===== src/rtl/rtc_tick_pkg.sv =====
package rtc_tick_pkg;

    localparam int BYTE_W = 8;

    // Register index codes; the host software depends on these values
    localparam logic [BYTE_W-1:0] IDX_SEC   = 8'h00;
    localparam logic [BYTE_W-1:0] IDX_MIN   = 8'h02;
    localparam logic [BYTE_W-1:0] IDX_HOUR  = 8'h04;
    localparam logic [BYTE_W-1:0] IDX_WDAY  = 8'h06;
    localparam logic [BYTE_W-1:0] IDX_MDAY  = 8'h07;
    localparam logic [BYTE_W-1:0] IDX_MON   = 8'h08;
    localparam logic [BYTE_W-1:0] IDX_YEAR  = 8'h09;
    localparam logic [BYTE_W-1:0] IDX_CTL_A = 8'h0A;
    localparam logic [BYTE_W-1:0] IDX_CTL_D = 8'h0D;

    typedef enum logic [1:0] {
        ACC_IDLE  = 2'd0,
        ACC_RDATA = 2'd1,
        ACC_WACK  = 2'd2,
        ACC_FAULT = 2'd3
    } acc_state_t;

    function automatic logic idx_is_ctl(input logic [BYTE_W-1:0] idx);
        return (idx >= IDX_CTL_A) && (idx <= IDX_CTL_D);
    endfunction

    function automatic logic idx_is_known(input logic [BYTE_W-1:0] idx);
        return (idx == IDX_SEC) || (idx == IDX_MIN) || (idx == IDX_HOUR) ||
               (idx == IDX_WDAY) || (idx == IDX_MDAY) || (idx == IDX_MON) ||
               (idx == IDX_YEAR) || idx_is_ctl(idx);
    endfunction

endpackage


===== src/rtl/rtc_pulse_div.sv =====
module rtc_pulse_div #(
    parameter int PERIOD_CYCLES  = 32,
    parameter int PULSES_PER_SEC = 1024
) (
    input  logic clk,
    input  logic rst_n,
    output logic irq_q,
    output logic sec_adv
);
    localparam int CW = (PERIOD_CYCLES > 1) ? $clog2(PERIOD_CYCLES) : 1;
    localparam int PW = (PULSES_PER_SEC > 1) ? $clog2(PULSES_PER_SEC) : 1;
    localparam logic [CW-1:0] CYC_LAST   = CW'(PERIOD_CYCLES - 1);
    localparam logic [PW-1:0] PULSE_LAST = PW'(PULSES_PER_SEC - 1);
    localparam bit PULSE_POW2 = ((1 << PW) == PULSES_PER_SEC);

    logic [CW-1:0] cyc_q;
    logic [PW-1:0] pulse_q;
    logic          tick;

    assign tick    = (cyc_q == CYC_LAST);
    assign sec_adv = tick && (pulse_q == PULSE_LAST);

    always_ff @(posedge clk or negedge rst_n) begin
        if (!rst_n) begin
            cyc_q <= '0;
            irq_q <= 1'b0;
        end else begin
            cyc_q <= tick ? '0 : cyc_q + 1'b1;
            irq_q <= tick;
        end
    end

    generate
        if (PULSE_POW2) begin : g_pulse_wrap_free
            always_ff @(posedge clk or negedge rst_n) begin
                if (!rst_n)    pulse_q <= '0;
                else if (tick) pulse_q <= pulse_q + 1'b1;
            end
        end else begin : g_pulse_wrap_cmp
            always_ff @(posedge clk or negedge rst_n) begin
                if (!rst_n)    pulse_q <= '0;
                else if (tick) pulse_q <= (pulse_q == PULSE_LAST) ? '0 : pulse_q + 1'b1;
            end
        end
    endgenerate

endmodule


===== src/rtl/rtc_time_regs.sv =====
module rtc_time_regs
    import rtc_tick_pkg::*;
#(
    parameter int YEAR_BIAS = 52,
    parameter int SEC_WRAP  = 60
) (
    input  logic              clk,
    input  logic              rst_n,
    input  logic              wr_en,
    input  logic [BYTE_W-1:0] wr_idx,
    input  logic [BYTE_W-1:0] wr_data,
    input  logic              sec_adv,
    input  logic [BYTE_W-1:0] rd_idx,
    output logic [BYTE_W-1:0] rd_data
);
    localparam logic [BYTE_W-1:0] BIAS     = BYTE_W'(YEAR_BIAS);
    localparam logic [BYTE_W-1:0] SEC_LAST = BYTE_W'(SEC_WRAP - 1);

    logic [BYTE_W-1:0] sec_q, min_q, hour_q, wday_q, mday_q, mon_q, year_q;

    // Seconds: a host write takes precedence over the periodic advance
    always_ff @(posedge clk or negedge rst_n) begin
        if (!rst_n)
            sec_q <= '0;
        else if (wr_en && (wr_idx == IDX_SEC))
            sec_q <= wr_data;
        else if (sec_adv)
            sec_q <= (sec_q == SEC_LAST) ? '0 : sec_q + 1'b1;
    end

    always_ff @(posedge clk or negedge rst_n) begin
        if (!rst_n) begin
            min_q  <= '0;
            hour_q <= '0;
            wday_q <= '0;
            mday_q <= '0;
            mon_q  <= '0;
            year_q <= '0;
        end else if (wr_en) begin
            case (wr_idx)
                IDX_MIN:  min_q  <= wr_data;
                IDX_HOUR: hour_q <= wr_data;
                IDX_WDAY: wday_q <= wr_data;
                IDX_MDAY: mday_q <= wr_data;
                IDX_MON:  mon_q  <= wr_data - 1'b1;
                IDX_YEAR: year_q <= wr_data + BIAS;
                default:  ;
            endcase
        end
    end

    always_comb begin
        case (rd_idx)
            IDX_SEC:  rd_data = sec_q;
            IDX_MIN:  rd_data = min_q;
            IDX_HOUR: rd_data = hour_q;
            IDX_WDAY: rd_data = wday_q;
            IDX_MDAY: rd_data = mday_q;
            IDX_MON:  rd_data = mon_q + 1'b1;
            IDX_YEAR: rd_data = year_q - BIAS;
            default:  rd_data = '0;
        endcase
    end

endmodule


===== src/rtl/rtc_access_fsm.sv =====
module rtc_access_fsm
    import rtc_tick_pkg::*;
(
    input  logic       clk,
    input  logic       rst_n,
    input  logic       io_rd,
    input  logic       io_wr,
    input  logic       hit_index,
    input  logic       hit_data,
    input  logic       idx_known,
    output acc_state_t state_q,
    output logic       index_we,
    output logic       data_we,
    output logic       rd_capture,
    output logic       rvalid,
    output logic       err
);
    acc_state_t state_d;
    logic       rd_req;

    assign rd_req     = io_rd && !io_wr;
    assign index_we   = io_wr && hit_index;
    assign data_we    = io_wr && hit_data && idx_known;
    assign rd_capture = rd_req && (hit_index || (hit_data && idx_known));

    always_comb begin
        state_d = ACC_IDLE;
        if (io_wr && hit_data)
            state_d = idx_known ? ACC_WACK : ACC_FAULT;
        else if (index_we)
            state_d = ACC_WACK;
        else if (rd_req && hit_data)
            state_d = idx_known ? ACC_RDATA : ACC_FAULT;
        else if (rd_req && hit_index)
            state_d = ACC_RDATA;
    end

    always_ff @(posedge clk or negedge rst_n) begin
        if (!rst_n) state_q <= ACC_IDLE;
        else        state_q <= state_d;
    end

    always_comb begin
        rvalid = 1'b0;
        err    = 1'b0;
        unique case (state_q)
            ACC_IDLE:  ;
            ACC_RDATA: rvalid = 1'b1;
            ACC_WACK:  ;
            ACC_FAULT: err = 1'b1;
        endcase
    end

endmodule


===== src/rtl/rtc_tick_clock.sv =====
module rtc_tick_clock
    import rtc_tick_pkg::*;
#(
    parameter int ADDR_W         = 8,
    parameter int INDEX_PORT     = 'h70,
    parameter int DATA_PORT      = 'h71,
    parameter int PERIOD_CYCLES  = 32,
    parameter int PULSES_PER_SEC = 1024,
    parameter int YEAR_BIAS      = 52
) (
    input  logic              clk,
    input  logic              rst_n,
    input  logic [ADDR_W-1:0] io_addr,
    input  logic              io_rd,
    input  logic              io_wr,
    input  logic [7:0]        io_wdata,
    output logic [7:0]        io_rdata,
    output logic              io_rvalid,
    output logic              io_err,
    output logic              rtc_irq
);
    logic              hit_index, hit_data;
    logic              index_we, data_we, rd_capture;
    logic              sec_adv;
    logic [BYTE_W-1:0] index_q, rdata_q, field_rd;
    acc_state_t        acc_state;

    assign hit_index = (io_addr == ADDR_W'(INDEX_PORT));
    assign hit_data  = (io_addr == ADDR_W'(DATA_PORT));

    rtc_pulse_div #(
        .PERIOD_CYCLES (PERIOD_CYCLES),
        .PULSES_PER_SEC(PULSES_PER_SEC)
    ) u_div (
        .clk    (clk),
        .rst_n  (rst_n),
        .irq_q  (rtc_irq),
        .sec_adv(sec_adv)
    );

    rtc_access_fsm u_fsm (
        .clk       (clk),
        .rst_n     (rst_n),
        .io_rd     (io_rd),
        .io_wr     (io_wr),
        .hit_index (hit_index),
        .hit_data  (hit_data),
        .idx_known (idx_is_known(index_q)),
        .state_q   (acc_state),
        .index_we  (index_we),
        .data_we   (data_we),
        .rd_capture(rd_capture),
        .rvalid    (io_rvalid),
        .err       (io_err)
    );

    rtc_time_regs #(
        .YEAR_BIAS(YEAR_BIAS)
    ) u_regs (
        .clk    (clk),
        .rst_n  (rst_n),
        .wr_en  (data_we),
        .wr_idx (index_q),
        .wr_data(io_wdata),
        .sec_adv(sec_adv),
        .rd_idx (index_q),
        .rd_data(field_rd)
    );

    always_ff @(posedge clk or negedge rst_n) begin
        if (!rst_n) begin
            index_q <= '0;
            rdata_q <= '0;
        end else begin
            if (index_we)
                index_q <= io_wdata;
            if (rd_capture)
                rdata_q <= hit_index ? index_q : field_rd;
        end
    end

    assign io_rdata = rdata_q;

endmodule


===== config.mk =====
export PLATFORM = sky130hd
export DESIGN_NAME = rtc_tick_clock
export DESIGN_NICKNAME = d
export VERILOG_FILES = /design/src/rtl/rtc_tick_pkg.sv /design/src/rtl/rtc_pulse_div.sv /design/src/rtl/rtc_time_regs.sv /design/src/rtl/rtc_access_fsm.sv /design/src/rtl/rtc_tick_clock.sv
export SDC_FILE = /design/constraint.sdc
export NUM_CORES = 1
export LEC_CHECK = 0
export BUFFER_PORTS_ARGS = -buffer_cell sky130_fd_sc_hd__buf_2
export CORE_MARGIN = 2
export CORE_UTILIZATION = 55
export CTS_BUF_LIST = sky130_fd_sc_hd__clkbuf_4
export DETAILED_ROUTE_END_ITERATION = 8
export PLACE_DENSITY_LB_ADDON = 0.08
export REMOVE_ABC_BUFFERS = 1
export SLEW_MARGIN = 10
export SYNTH_ARGS = -nofsm -noshare
export SYNTH_HDL_FRONTEND = slang
export SYNTH_SLANG_ARGS = --single-unit

===== constraint.sdc =====
create_clock -name clk -period 4.24 [get_ports clk]
set_input_delay 0.636 -clock clk [delete_from_list [all_inputs] [get_ports clk]]
set_output_delay 0.636 -clock clk [all_outputs]
set_load 0.005 [all_outputs]

# Yosys cells after proc, flatten, opt, wreduce, memory -nomap -nowiden
# Cells that the tools add are included.
# W data, S select, Z words.
[classes]
addsub = 7
n_lt_le_gt_ge = 2
n_eq_ne = 13
mux = 14
n_reduce_logical = 28
[ops]
columns = ["op", "n"]
rows = [
  ["$pmux W8 S7", 1],
  ["$mux W8", 4],
  ["$eq A8 B3 Y1 const B", 3],
  ["$add A8 B1 Y8 const B", 2],
  ["$eq A8 B4 Y1 const B", 2],
  ["$eq A8 B7 Y1 const B", 2],
  ["$reduce_and A2 Y1", 6],
  ["$logic_and A1 B1 Y1", 11],
  ["$add A10 B1 Y10 const B", 1],
  ["$eq A10 B10 Y1 const B", 1],
  ["$add A8 B6 Y8 const B", 1],
  ["$eq A8 B2 Y1 const B", 1],
  ["$eq A8 B6 Y1 const B", 1],
  ["$ge A8 B4 Y1 const B", 1],
  ["$le A8 B4 Y1 const B", 1],
  ["$logic_not A8 Y1", 1],
  ["$logic_or A1 B1 Y1", 8],
  ["$mux W2", 4],
  ["$sub A8 B1 Y8 const B", 1],
  ["$sub A8 B6 Y8 const B", 1],
  ["$add A5 B1 Y5 const B", 1],
  ["$eq A5 B5 Y1 const B", 1],
  ["$mux W5", 1],
  ["$mux W1", 4],
  ["other kinds (4)", 4],
]
[totals]
ff_bits = 90
input_bits = 20
out_inout_bits = 11
wordCells = 77

# Depth between registers and ports, before layout
# Gate-level depths: netlist (run 1).
[depth]
depth_word = 12
ltp_mapped = 9
mapped_depth_nobuf = 8

# Hierarchy
# A second synthesis (run 1) with hierarchy kept.
[unflattened]
hier_cells = 458
area_unflattened_um2 = 4803.4
[modules_own_cells]
columns = ["module", "n_inst", "cells_each", "area_each_um2", "seq_area_each_um2"]
rows = [
  ["rtc_time_regs", 1, 319, 3194.3, 1401.3],
  ["rtc_tick_clock", 1, 71, 804.5, 400.4],
  ["rtc_pulse_div", 1, 53, 679.4, 400.4],
  ["rtc_access_fsm", 1, 15, 125.1, 50.0],
]

# Worst setup path before layout (run 1)
# OpenSTA, ideal clock, no wires.
[synth_path]
kind = "input to register"
startpoint = "in io_addr[7]"
endpoint = "reg u_regs.min_q[0]"
arrival_time_ps = 2161
slack_ps = 1954
stages = 6
path_cell_list = "nand4b_2 -> nor4_4 -> nand3_4 -> or3_1 -> buf_6 -> mux2_4"
[synth_between]
elab_chain_cells = 4
[synth_lines]
columns = ["element", "line_no", "text"]
rows = [
  ["from (decl)", "rtc_tick_clock.sv:13", "input logic [ADDR_W-1:0] io_addr,"],
  ["$eq A8 B7 Y1", "rtc_tick_clock.sv:29", "assign hit_data = (io_addr == ADDR_W'(DATA_PORT));"],
  ["$logic_and A1 B1 Y1 (2 in a row)", "rtc_access_fsm.sv:23", "assign data_we = io_wr && hit_data && idx_known;"],
  ["$reduce_and A2 Y1 (no line)", "n/a", ""],
  ["to (signal assigned)", "rtc_time_regs.sv:41", "IDX_MIN: min_q <= wr_data;"],
  ["to (decl)", "rtc_time_regs.sv:19", "logic [BYTE_W-1:0] sec_q, min_q, hour_q, wday_q, mday_q, mon_q, year_q;"],
]
# No other way between the ends.
# A chain may end at the register's enable or synchronous reset.

# Worst setup path in the final report (run 1)
[layout_path]
startpoint = "reg index_q[2]"
endpoint = "reg u_regs.min_q[3]"
[layout_between]
elab_chain_cells = 10
[layout_lines]
columns = ["element", "line_no", "text"]
rows = [
  ["from (decl)", "rtc_tick_clock.sv:25", "logic [BYTE_W-1:0] index_q, rdata_q, field_rd;"],
  ["from (signal assigned)", "rtc_tick_clock.sv:76", "index_q <= io_wdata;"],
  ["$eq A8 B2 Y1 / $logic_not A8 Y1 (equally long branches)", "rtc_tick_pkg.sv:28, rtc_time_regs.sv:40", ""],
  ["$logic_or A1 B1 Y1 (3 in a row)", "rtc_tick_pkg.sv:28", "return (idx == IDX_SEC) || (idx == IDX_MIN) || (idx == IDX_HOUR) ||"],
  ["$logic_or A1 B1 Y1 (3 in a row)", "rtc_tick_pkg.sv:29", "(idx == IDX_WDAY) || (idx == IDX_MDAY) || (idx == IDX_MON) ||"],
  ["$logic_or A1 B1 Y1", "rtc_tick_pkg.sv:30", "(idx == IDX_YEAR) || idx_is_ctl(idx);"],
  ["$logic_and A1 B1 Y1", "rtc_access_fsm.sv:23", ""],
  ["$reduce_and A2 Y1 (no line) *", "n/a", ""],
]
# Every way passes the cells marked *; elsewhere a longest branch is shown, timed or not.

==> metrics.txt, run 1 <==
status complete, no violations; max_cap viols 0; Worst Path Required 4.56 ns; Setup crit end kind flip-flop; Post-DP HPWL 7.81 mm; root buffer cell clkbuf_4; input/output buffers 30; GPL Wtd Cong 0.969; Synth area leader dfrtp_1; initial core utilization 0.563; sw frac 0.271; Synth top area share 0.463; ANT nets after route 0; postcts setup bufs 0; CP Buf/Inv Count 0; 1st-pass router iterations 5; Setup Viol. Count Final 0; Via density 5.95; CP startpoint kind flip-flop; Max clock buf depth 2; synthesized flop and latch total 90; top cells by count, synth dfrtp_1 (90), nor2_1 (38), mux2_2 (32); Final period util 0.658; Hold Worst Slack 0.296 ns; Worst-Skew Late Latency 0.43 ns; f_max 359 MHz; height of the die 98.0 um; hold buffer count at cts 0; Mean Syn Cell Area 10.8 um2; EDFF count, synth 0; Clock transition at path regs 0.13 ns; I/O pin cnt 31; Detailed Route Iter0 Violations 144; Core Footprint 8640 um2; Slew @ Worst Pin 1.00 ns; CTS tree built; CP cell instances and2_1 > o211a_4 > nand3_4 > or3_1 > mux2_4; P&R area growth vs syn 6.53%; WL/cell 18.9 um; Worst Path Arrival 3.11 ns; Num CTS Buffers 9; multi-input gate area in the final layout 2460 um2; FF+latch area 2250 um2; first-pass GRT wire length 18.3 mm; initial antenna violation count 0; Antenna diodes 0; Clock Power Share 0.300; CTS sink count 90; vias after detailed routing 3457; Post-CTS Resized 0; die span in x 98.0 um; GRT Overall Usage 0.244; max_slew headroom 0.331; synthesized area 4860 um2; YS warnings 0; combinational power share 0.120; Syn Inst Count 451; worst-path fanout max 28; CP max stage delay 1.02 ns; sequential-to-total area share from yosys stat 0.463; number of global-route vias before repair 3413; ys flop type dfrtp_1; Clock Skew 0.0125 ns; final wirelength 11.0 mm; critical path class reg2reg; post-layout min period 2.79 ns; crit-path leading delay family simple AND/OR/NAND/NOR gates; Slowest-stage cell, CP dfrtp_1; RSZ-0062 raised after global routing false; CTS HTree Levels 3; final hold violation count 0; Leak 0.00240 uW; Worst Hold Class in2async; GRT overflow 0; largest net degree at the start of global routing 68; Pins Over Slew Limit 0; sequential group share of total power 0.580; Power Internal 1120 uW; top-count cell post-synth dfrtp_1; die area 9610 um2; DRC 0; post-synth cell types 68; P per Cell Area 298 nW/um2; fillers 740; Peak VDD IR 0.173 mV; FP Rows 34; share of layout cells above drive strength 1 0.214; fraction of registers with async set/reset 1.00; Layout Nets 498; P_sw 419 uW; largest cells by area after synthesis dfrtp_1 (46%), mux2_2 (7.4%), xnor2_1 (3.1%); Setup TNS Final 0 ns
-- cells in the final DEF, fill, tap and decap left out, types with 9 or more instances in the layout --
master / synthesis / final
mux2i_1: 12 / 12
inv_1: 11 / 11
nand3_1: 14 / 14
o21ai_0: 19 / 19
a21oi_1: 19 / 19
dfrtp_1: 90 / 90
ha_1: 9 / 9
clkbuf_4: 0 / 10
mux2_1: 9 / 9
xor2_1: 15 / 15
nor2_1: 38 / 38
and3_1: 9 / 9
xnor2_1: 17 / 17
buf_2: 8 / 29
mux2_2: 32 / 32
nand2_1: 29 / 29
-- through the flow --
| step | worst slack, ns | total power (uW) | util | instance area [um2] | instances |
|---|---|---|---|---|---|
| 2_1_floorplan | 1.87 | 1010 | - | 4760 | 427 |
| 3_3_place_gp | 1.53 | 1100 | 0.585 | 5050 | 566 |
| 3_5_place_dp | 1.49 | 1100 | 0.585 | 5050 | 566 |
| 4_1_cts | 1.48 | 1560 | 0.600 | 5180 | 581 |
| 5_1_grt | 1.29 | 1610 | 0.600 | 5180 | 581 |
| 6_report | 1.45 | 1540 | 0.600 | 5180 | 581 |
-- layer usage --
layer	global-route usage	up-vias	share of wire	wire [um]
li1	-	1660	-	-
met1	0.346	1681	0.47	5150
met2	0.381	102	0.46	5030
met3	0.0530	14	0.054	595
met4	0.0684	0	0.019	206
met5	0	-	0	0
-- cell type report --
type	count	area share
tap	108	0.0261
sequential	90	0.435
clock buffer	10	0.0145
timing repair buffer	31	0.0309
multi-input combinational	326	0.475
inverter	11	0.00797
clock inverter	5	0.0106
-- registers in the layout, indices dropped and copies added, names as in the netlist --
| register | cells |
|---|---|
| index_q | 8 |
| io_rdata | 8 |
| u_div.cyc_q | 5 |
| u_div.irq_q | 1 |
| u_div.pulse_q | 10 |
| u_fsm.state_q | 2 |
| u_regs.hour_q | 8 |
| u_regs.mday_q | 8 |
| u_regs.min_q | 8 |
| u_regs.mon_q | 8 |
| u_regs.sec_q | 8 |
| u_regs.wday_q | 8 |
| u_regs.year_q | 8 |
-- power by group through the flow --
stage | clock network [uW] | registers, uW | logic (uW)
finish | 462 | 896 | 185
global route | 504 | 900 | 203
CTS | 478 | 896 | 185
detailed placement | 0 | 912 | 184
global placement | 0 | 912 | 184
floorplan | 0 | 906 | 104
-- worst reg2reg max path, cell delays in order (launching register included) --
cell,delay (ns)
dfrtp_1,1.02
and2_1,0.28
o211a_4,0.23
nand3_4,0.15
or3_1,0.63
mux2_4,0.38
-- final timing paths --
check / from / end / slack [ns] / cells after the start
setup reg to reg: index_q[2]$_DFFE_PN0P_ / u_regs.min_q[3]$_DFFE_PN0P_ / 1.45 / 5
max in group asynchronous: rst_n / u_regs.year_q[3]$_DFFE_PN0P_ / 3.11 / 2
hold / removal: rst_n / u_regs.min_q[4]$_DFFE_PN0P_ / 0.30 / 1
setup / recovery: index_q[2]$_DFFE_PN0P_ / u_regs.min_q[3]$_DFFE_PN0P_ / 1.45 / 5
hold reg to reg: u_div.cyc_q[0]$_DFF_PN0_ / u_div.cyc_q[0]$_DFF_PN0_ / 0.47 / 1
min in group clk: u_div.cyc_q[0]$_DFF_PN0_ / u_div.cyc_q[0]$_DFF_PN0_ / 0.47 / 1
-- cell families (layout without fill, tap and decap cells) --
group / count (synthesis) / after routing / share of synthesized area
XOR/XNOR: 32 / 32 / 0.0576
flip-flops: 90 / 90 / 0.463
AO/OA/AOI/OAI: 79 / 79 / 0.108
adder cells (fa/ha/maj): 9 / 9 / 0.0232
buffers and inverters: 35 / 57 / 0.0306
multiplexers: 61 / 61 / 0.144
AND/OR/NAND/NOR: 145 / 145 / 0.174
Power figures use the tool's default switching activity.
==> run 2: changes to the inputs <==
- ABC_AREA: unset -> 1
- clock period: 4.24 -> 2.76 ns (I/O delays scaled with it)
==> run 2 against run 1 <==
Sequential cell count unchanged. Wire length rose by 9.6%. Hold slack worse by 0.33 ns. Critical endpoint is now u_regs.hour_q[6]$_DFFE_PN0P_. Setup slack got worse by 0.94 ns. Non-clock buffer count up 2. Global-route usage is 1.9 points higher. Combinational power grew 42%. First-iteration DRC count increased to 2.5 times the previous value. Clock skew is 0.0044 ns lower. The flow now finishes with violations (negative hold slack). Register-to-register slack worse by 0.94 ns. Total power rose by 70%. Via count increased by 26%.
==> metrics.txt, run 2 <==
CTS sink count 90 (unchanged); DRC 0 (unchanged); P per Cell Area 477 nW/um2 (+60%); die span in x 99.6 um (+1.6%); largest net degree at the start of global routing 91 (+34%); dpl cells 782 (+38%); Mean Syn Cell Area 7.72 um2 (-28%); failing checks negative hold slack; Peak VDD IR 0.224 mV (+29%); height of the die 99.6 um (+1.6%); CTS tree built; Clock Skew 0.00813 ns (-0.00439 ns); initial antenna violation count 0 (unchanged); Syn Inst Count 652 (+45%); synthesized area 5030 um2 (+3.4%); critical path class reg2reg; GPL Wtd Cong 0.909 (-6.2%); top cells by count, synth nand2_1 (215), dfrtp_1 (90), inv_1 (66); Pwr Total 2620 uW (+70%); sequential group share of total power 0.517 (-0.063); Leak 0.00287 uW (+20%); postcts setup bufs 0 (unchanged); vias after detailed routing 4339 (+26%); Setup Viol. Count Final 0 (unchanged); GRT overflow 0 (unchanged); Post-DP HPWL 8.81 mm (+13%); YS warnings 0 (unchanged); Final period util 0.815 (+0.157); Detailed Route Iter0 Violations 364 (+150%); post-layout min period 2.25 ns (-0.539 ns); Antenna diodes 0 (unchanged); ys flop type dfrtp_1; top-count cell post-synth nand2_1; Hold Worst Slack -0.0372 ns (-0.333 ns); worst-path fanout max 18 (-36%); Worst Path Arrival 2.63 ns (-0.48 ns); Biggest register u_div.pulse_q; initial core utilization 0.571 (+0.00816); Setup crit end kind flip-flop; sequential-to-total area share from yosys stat 0.448 (-0.0154); Post-CTS Resized 0 (unchanged); sw frac 0.250 (-0.0209); EDFF count, synth 0 (unchanged); Clock transition at path regs 0.14 ns (about the same); largest cells by area after synthesis dfrtp_1 (45%), nand2_1 (16%), o21ai_0 (5.5%); max_cap viols 0 (unchanged); status finished with violations; synthesized flop and latch total 90 (unchanged); CP startpoint kind flip-flop; Synth top area share 0.448 (-0.0154); final wirelength 12.0 mm (+9.6%); Power Internal 1960 uW (+74%); P&R area growth vs syn 9.10%; I/O pin cnt 31 (unchanged); Slew @ Worst Pin 0.546 ns (-0.458 ns); Via density 5.44 (-8.6%); max reg flops 10 (unchanged); Synth area leader dfrtp_1; placed inst area 5290 um2 (+4.6%); Worst Hold Class in2async; max_slew headroom 0.633 (+0.302); Setup TNS Final 0 ns (unchanged); 1st-pass router iterations 6 (+1); Pins Over Slew Limit 0 (unchanged); CTS HTree Levels 3 (unchanged); post-synth cell types 37 (-46%); most common cell after layout, fill and taps aside nand2_1; Num CTS Buffers 9 (unchanged); non-filler instance count after layout 798 (+37%); combinational power share 0.100 (-0.020); f_max 445 MHz (+24%); WL/cell 15.1 um (-20%); first-pass GRT wire length 20.4 mm (+11%); Max clock buf depth 2 (unchanged); Util after Layout 0.623 (+0.0234); P_sw 655 uW (+57%); final hold violation count 9 (+9); Layout Nets 714 (+43%); FP Rows 34 (unchanged); highest-count cells in the layout ignoring fill and taps nand2_1 (215), dfrtp_1 (90), inv_1 (66), o21ai_0 (55), nand3_1 (53); Worst-Skew Late Latency 0.44 ns (about the same); cell area after layout 5490 um2 (+5.9%); fraction of registers with async set/reset 1.00 (unchanged); GRT Overall Usage 0.262 (+0.0187); input/output buffers 30 (unchanged); hold buffer count at cts 0 (unchanged); Core Footprint 8810 um2 (+2.0%); die area 9930 um2 (+3.3%); RSZ-0062 raised after global routing false; Worst Path Required 3.14 ns (-1.42 ns); Clock Power Share 0.383 (+0.083); share of layout cells above drive strength 1 0.132 (-0.0816); root buffer cell clkbuf_4; number of global-route vias before repair 4192 (+23%); ANT nets after route 0 (unchanged)
## run 2: changes by cell type in the layout (fill, tap and decap cells not counted), sizes merged, moves of 5 or more
| cell | previous run | this run |
|---|---|---|
| a21oi | 19 | 7 |
| a22oi | 5 | 0 |
| o21ai | 20 | 68 |
| and3 | 9 | 0 |
| nand3 | 15 | 58 |
| nor2 | 40 | 58 |
| xnor2 | 17 | 5 |
| mux2 | 49 | 0 |
| and2 | 5 | 0 |
| nand2 | 30 | 225 |
| mux2i | 12 | 0 |
| inv | 12 | 72 |
## run 2: worst paths after layout
kind	start	end	slack, ns	cells after the start
min in group clk	io_wdata[7]	u_regs.hour_q[7]$_DFFE_PN0P_	0.24	3
min reg2reg	u_div.cyc_q[0]$_DFF_PN0_	u_div.cyc_q[0]$_DFF_PN0_	0.47	1
min	rst_n	u_regs.mday_q[5]$_DFFE_PN0P_	-0.04	2
max reg2reg	index_q[7]$_DFFE_PN0P_	u_regs.hour_q[6]$_DFFE_PN0P_	0.51	9
max	index_q[7]$_DFFE_PN0P_	u_regs.hour_q[6]$_DFFE_PN0P_	0.51	9
max in group asynchronous	rst_n	index_q[6]$_DFFE_PN0P_	2.39	2
## run 2: power by group through the flow
stage               sequential (uW)  combinational (uW)  clock (uW)
finish                         1350                 262        1000
floorplan                      1370                 155           0
global route                   1360                 291        1080
global placement               1380                 258           0
CTS                            1350                 262        1020
detailed placement             1380                 260           0
## run 2: cell type report
cell class                      count  area, um2
Clock buffer                       10       75.1
Clock inverter                      6        129
Fill cell                         839       3320
Inverter                           73        274
Multi-Input combinational cell    478       2440
Sequential cell                    90       2250
Tap cell                          108        135
Timing Repair Buffer               33        188
## run 2: logic make-up (layout without fill, tap and decap cells)
family                     after synthesis  count (layout)  share of synthesized area
AOI/OAI and AO/OA                       79              79                     0.0848
xor gates and xnor gates                23              23                     0.0400
adders and majority gates                9               9                     0.0224
buffers and inverters                   84             122                     0.0681
DFF                                     90              90                      0.448
and+or+nand+nor                        367             367                      0.337
## run 2: through the flow
step,setup slack [ns],hold WS (ns)
final,0.510,-0.0372
after global routing,0.287,0.0203
after CTS,0.507,0.00517
after detailed placement,0.546,0.456
after global placement,0.609,0.443
after floorplan,0.599,0.118
## run 2: critical path, cell delays in order (launching register included)
cell and delay, ns:
dfrtp_1 0.44, inv_1 0.06, nand2_1 0.08, nor2_4 0.39, nand4_1 0.25, nand3_4 0.25, nand2_4 0.14, nor2_2 0.39
nand2_1 0.12, o21ai_2 0.07
## run 2: routing by layer
layer  wire length, um  up-vias  track usage
met5                 0        -            0
li1                  -     2143            -
met1              5480     2059        0.354
met3               520       29       0.0344
met2              5700      108        0.432
met4               335        0        0.102
